File: src/rtl/synth_serial_loader.sv
module synth_serial_loader #(
  parameter int SYNC_STAGES = 2,
  parameter int B_MIN       = 3
) (
  input  logic        clk,
  input  logic        rst_n,
  input  logic        ser_clk,
  input  logic        ser_data,
  input  logic        ser_le,
  output logic [4:0]  a_cnt,
  output logic [12:0] b_cnt,
  output logic        go_bit,
  output logic [13:0] r_div,
  output logic        ld_prec,
  output logic [18:0] func_bits,
  output logic        word_err
);
  localparam int WORD_W = 21;
  localparam int TOP    = SYNC_STAGES - 1;

  logic [TOP:0] clk_s, dat_s, le_s;
  logic clk_d, le_d;
  logic [WORD_W-1:0] sr;

  always_ff @(posedge clk or negedge rst_n) begin
    if (!rst_n) begin
      clk_s <= '0;
      dat_s <= '0;
      le_s  <= '0;
      clk_d <= 1'b0;
      le_d  <= 1'b0;
    end else begin
      clk_s[0] <= ser_clk;
      dat_s[0] <= ser_data;
      le_s[0]  <= ser_le;
      for (int i = 1; i < SYNC_STAGES; i++) begin
        clk_s[i] <= clk_s[i-1];
        dat_s[i] <= dat_s[i-1];
        le_s[i]  <= le_s[i-1];
      end
      clk_d <= clk_s[TOP];
      le_d  <= le_s[TOP];
    end
  end

  wire sclk_rise = clk_s[TOP] & ~clk_d;
  wire le_rise   = le_s[TOP] & ~le_d;

  always_ff @(posedge clk or negedge rst_n) begin
    if (!rst_n) sr <= '0;
    else if (sclk_rise) sr <= {sr[WORD_W-2:0], dat_s[TOP]};
  end

  wire [1:0]  ctl    = sr[1:0];
  wire [12:0] nb     = sr[19:7];
  wire [4:0]  na     = sr[6:2];
  wire        is_n   = (ctl == 2'b10);
  wire        is_r   = (ctl == 2'b00);
  wire        is_f   = (ctl == 2'b01);
  wire        n_ok   = (nb >= {8'd0, na}) && (nb >= 13'(B_MIN));
  wire        r_ok   = (sr[19:16] == 4'd0);

  always_ff @(posedge clk or negedge rst_n) begin
    if (!rst_n) begin
      a_cnt     <= '0;
      b_cnt     <= '0;
      go_bit    <= 1'b0;
      r_div     <= '0;
      ld_prec   <= 1'b0;
      func_bits <= '0;
      word_err  <= 1'b0;
    end else if (le_rise) begin
      if (is_n) begin
        word_err <= !n_ok;
        if (n_ok) begin
          go_bit <= sr[20];
          b_cnt  <= nb;
          a_cnt  <= na;
        end
      end else if (is_r) begin
        word_err <= !r_ok;
        if (r_ok) begin
          ld_prec <= sr[20];
          r_div   <= sr[15:2];
        end
      end else if (is_f) begin
        word_err  <= 1'b0;
        func_bits <= sr[20:2];
      end
    end
  end
endmodule

File: config.mk
export PLATFORM = sky130hd
export DESIGN_NAME = synth_serial_loader
export DESIGN_NICKNAME = d
export VERILOG_FILES = /design/src/rtl/synth_serial_loader.sv
export SDC_FILE = /design/constraint.sdc
export NUM_CORES = 1
export LEC_CHECK = 0
export BUFFER_PORTS_ARGS = -buffer_cell sky130_fd_sc_hd__buf_4
export CORE_ASPECT_RATIO = 1.75
export CORE_MARGIN = 8
export CORE_UTILIZATION = 50
export CTS_BUF_LIST = sky130_fd_sc_hd__clkbuf_4
export DETAILED_ROUTE_END_ITERATION = 7
export MAX_ROUTING_LAYER = met4
export PLACE_DENSITY = 0.73
export SLEW_MARGIN = 20
export SYNTH_ARGS = -nofsm -noshare
export SYNTH_HDL_FRONTEND = slang
export SYNTH_SLANG_ARGS = --single-unit
File: constraint.sdc
create_clock -name clk -period 5.45 [get_ports clk]
set_clock_uncertainty 0.2 [all_clocks]
set_input_delay 1.09 -clock clk [delete_from_list [all_inputs] [get_ports clk]]
set_output_delay 1.09 -clock clk [all_outputs]
set_load 0.01 [all_outputs]
==> run metrics <==
antenna-violating nets left 0; total number of yosys warnings 0; area grow syn2layout 20.31%; final worst-path cycle share about half; via count 1814; synthesis-stage register bit count 83; post-CTS sizing 0; hold buffers post-CTS 0; Placer Congestion slightly above 0.7; Initial Utilization 51.72%; CTS root buffer clkbuf_4; CTS Buffer Depth 2; Hold Crit Class flop to flop; asr flop ratio synth 100.0%; footprint of the multi-input gates 0.001065 mm^2; Slew Viols, Final 0; I/O Buffers 58; Crit Path Class flop to flop; Synth Cell Area approximately 0.0032 mm^2; Post-DP HPWL about 4100 um; GRT Overall Usage 14.68%; RSZ-0062 raised after global routing false; Startpoint Class flop; vias in the first global route 2005; Power Density 420.6 mW/mm^2; Setup Buffers After CTS 0; routed length per placed instance 17.16 um; Congestion Overflow GR 0; Post-route DRC 0; vias per cell 5.096; first-pass GRT wire length 10300 um; fillers 533; Data required, critical path 5570 ps; RR Endpoint b_cnt[12]$_DFFE_PN0P_; pin count of the biggest net entering global routing 84; Syn Nets 218; register area 0.002077 mm^2; Pleak 1.987 nW; Post-Syn Instances roughly 210; Setup crit end kind flop; Post-synth EDFFs 0; Seq/Total Area, Yosys 64.97%; Sum Neg Setup Slack 0 ps; FF-to-FF setup slack roughly 2800 ps; final count of hold timing violations 0; Final setup viols 0; Peak VDD IR 0.2469 mV; clk sinks 83; nets between 200 and 300; Tmin final 2675 ps; Die ar. 0.009309 mm^2; initial antenna violation count 0; CP Data Arrival Time 2790 ps; Max-Cap Viols 0; ANT cells 0; final core utilization 62.23%; CTS tree done; Reg clk slew, reported paths 120 ps; total CTS buffers 9; largest fanout on the critical path 11; worst r2r src sr[7]$_DFFE_PN0P_; status completed; CTS H-tree lvls 3; Worst Setup EP b_cnt[12]$_DFFE_PN0P_; I/O Pins 59; Netlist cell types 28; layout cell share with drive strength beyond 1 around half; Setup crit start sr[7]$_DFFE_PN0P_; DR iter-0 viols 86; top_reg_cell synth dfrtp_1; Rows 38; worst slew pin tran 1026 ps; maximum clock rate 0.3738 GHz; Core Region 0.006181 mm^2; worst rel slew slack between 30% and 40%; Pre-antenna DRT Iters 4; Chip Height 121.8 um; overall die width between 70 and 80 um; worst r2r path cells 8; DRT Wirelength 6110 um; syn avg cell area roughly 15 um^2; clock latency on the worst-skew pair 430 ps
routing by layer:
metal  vias to the layer above  routed length (um)  track usage [%]
met5                         -                   0                -
met4                         0                 160            8.717
met3                        11                 209            3.540
met2                        34                3210            24.12
met1                       912                2529            15.84
li1                        857                   -                -
cell usage after synthesis, drive strengths merged (2+ instances only):
cell type	n	area share (%)
clkbuf	5	0.59
o21ai	11	1.7
inv	5	0.59
nor2b	3	0.59
a21o	2	0.47
or4	2	0.59
dfrtp	83	65
buf	3	0.63
nor2	2	0.31
nand2	13	1.5
ha	5	2.0
mux2	64	24
a21oi	2	0.43
placed cells by master (no fill, tap or decap), types with 2 or more instances in the layout:
cell	count
dfrtp_1	83
buf_4	59
mux2_2	49
nand2_1	13
clkbuf_4	12
o21ai_0	11
mux2_4	10
inv_1	5
mux2_1	5
ha_1	5
clkinv_1	3
nor2b_1	2
a21o_1	2
kinds of logic after synthesis:
kind of cell               count (synthesis)  synth area share [%]
DFF                                       83                 64.97
muxes                                     64                 23.72
and+or+nand+nor                           24                 3.954
AOI/OAI and AO/OA                         19                 3.601
adders and majority gates                  5                 1.957
buffers and inverters                     13                 1.800
worst min path at each step:
stage | startpoint | to | slack [ps] | cells after the start
CTS | dat_s[0]$_DFF_PN0_ | dat_s[1]$_DFF_PN0_ | 170 | 0
finish | dat_s[0]$_DFF_PN0_ | dat_s[1]$_DFF_PN0_ | 160 | 0
floorplan | clk_s[0]$_DFF_PN0_ | clk_s[1]$_DFF_PN0_ | 130 | 0
global placement | clk_s[0]$_DFF_PN0_ | clk_s[1]$_DFF_PN0_ | 130 | 0
detailed placement | dat_s[0]$_DFF_PN0_ | dat_s[1]$_DFF_PN0_ | 140 | 0
global route | dat_s[0]$_DFF_PN0_ | dat_s[1]$_DFF_PN0_ | 180 | 0
area by class of cell:
cell class | instances | area share, %
sequential | 83 | 54.00
multi-input combinational | 112 | 27.68
timing repair buffer | 60 | 11.81
tap | 80 | 2.602
clock buffer | 12 | 2.342
clock inverter | 4 | 1.074
inverter | 5 | 0.4880
registers in the layout, summed over array words and instances (netlist names):
register / count
clk_s: 2
r_div: 14
le_d: 1
le_s: 2
go_bit: 1
ld_prec: 1
func_bits: 19
b_cnt: 13
a_cnt: 5
sr: 21
dat_s: 2
word_err: 1
clk_d: 1
power by group:
| part | internal, mW | switching, mW | leakage [nW] |
|---|---|---|---|
| logic | 0.242 | 0.190 | 0.805 |
| clock network | 0.152 | 0.192 | 0.0740 |
| registers | 0.740 | 0.101 | 1.11 |
| total | 1.13 | 0.483 | 1.99 |
stage by stage:
step / area (um^2) / cells / setup slack (ps) / power (mW) / hold WS [ps]
after floorplan: 3197 / 208 / 3217 / 1.077 / 131.2
after global placement: 3711 / 340 / 2847 / 1.289 / 133.3
after detailed placement: 3711 / 340 / 2797 / 1.299 / 139.4
after CTS: 3842 / 356 / 2752 / 1.641 / 165.6
after global routing: 3846 / 356 / 2608 / 1.717 / 176.6
final: 3846 / 356 / 2775 / 1.618 / 164.1
worst max-delay path, cell delays in order (launching register included):
cell	delay [ps]
dfrtp_1	430
inv_1	90
ha_1	280
nor2b_1	40
o21ai_0	200
a31oi_1	150
a21oi_2	470
buf_4	350
mux2_1	350
Power figures use the tool's default switching activity.
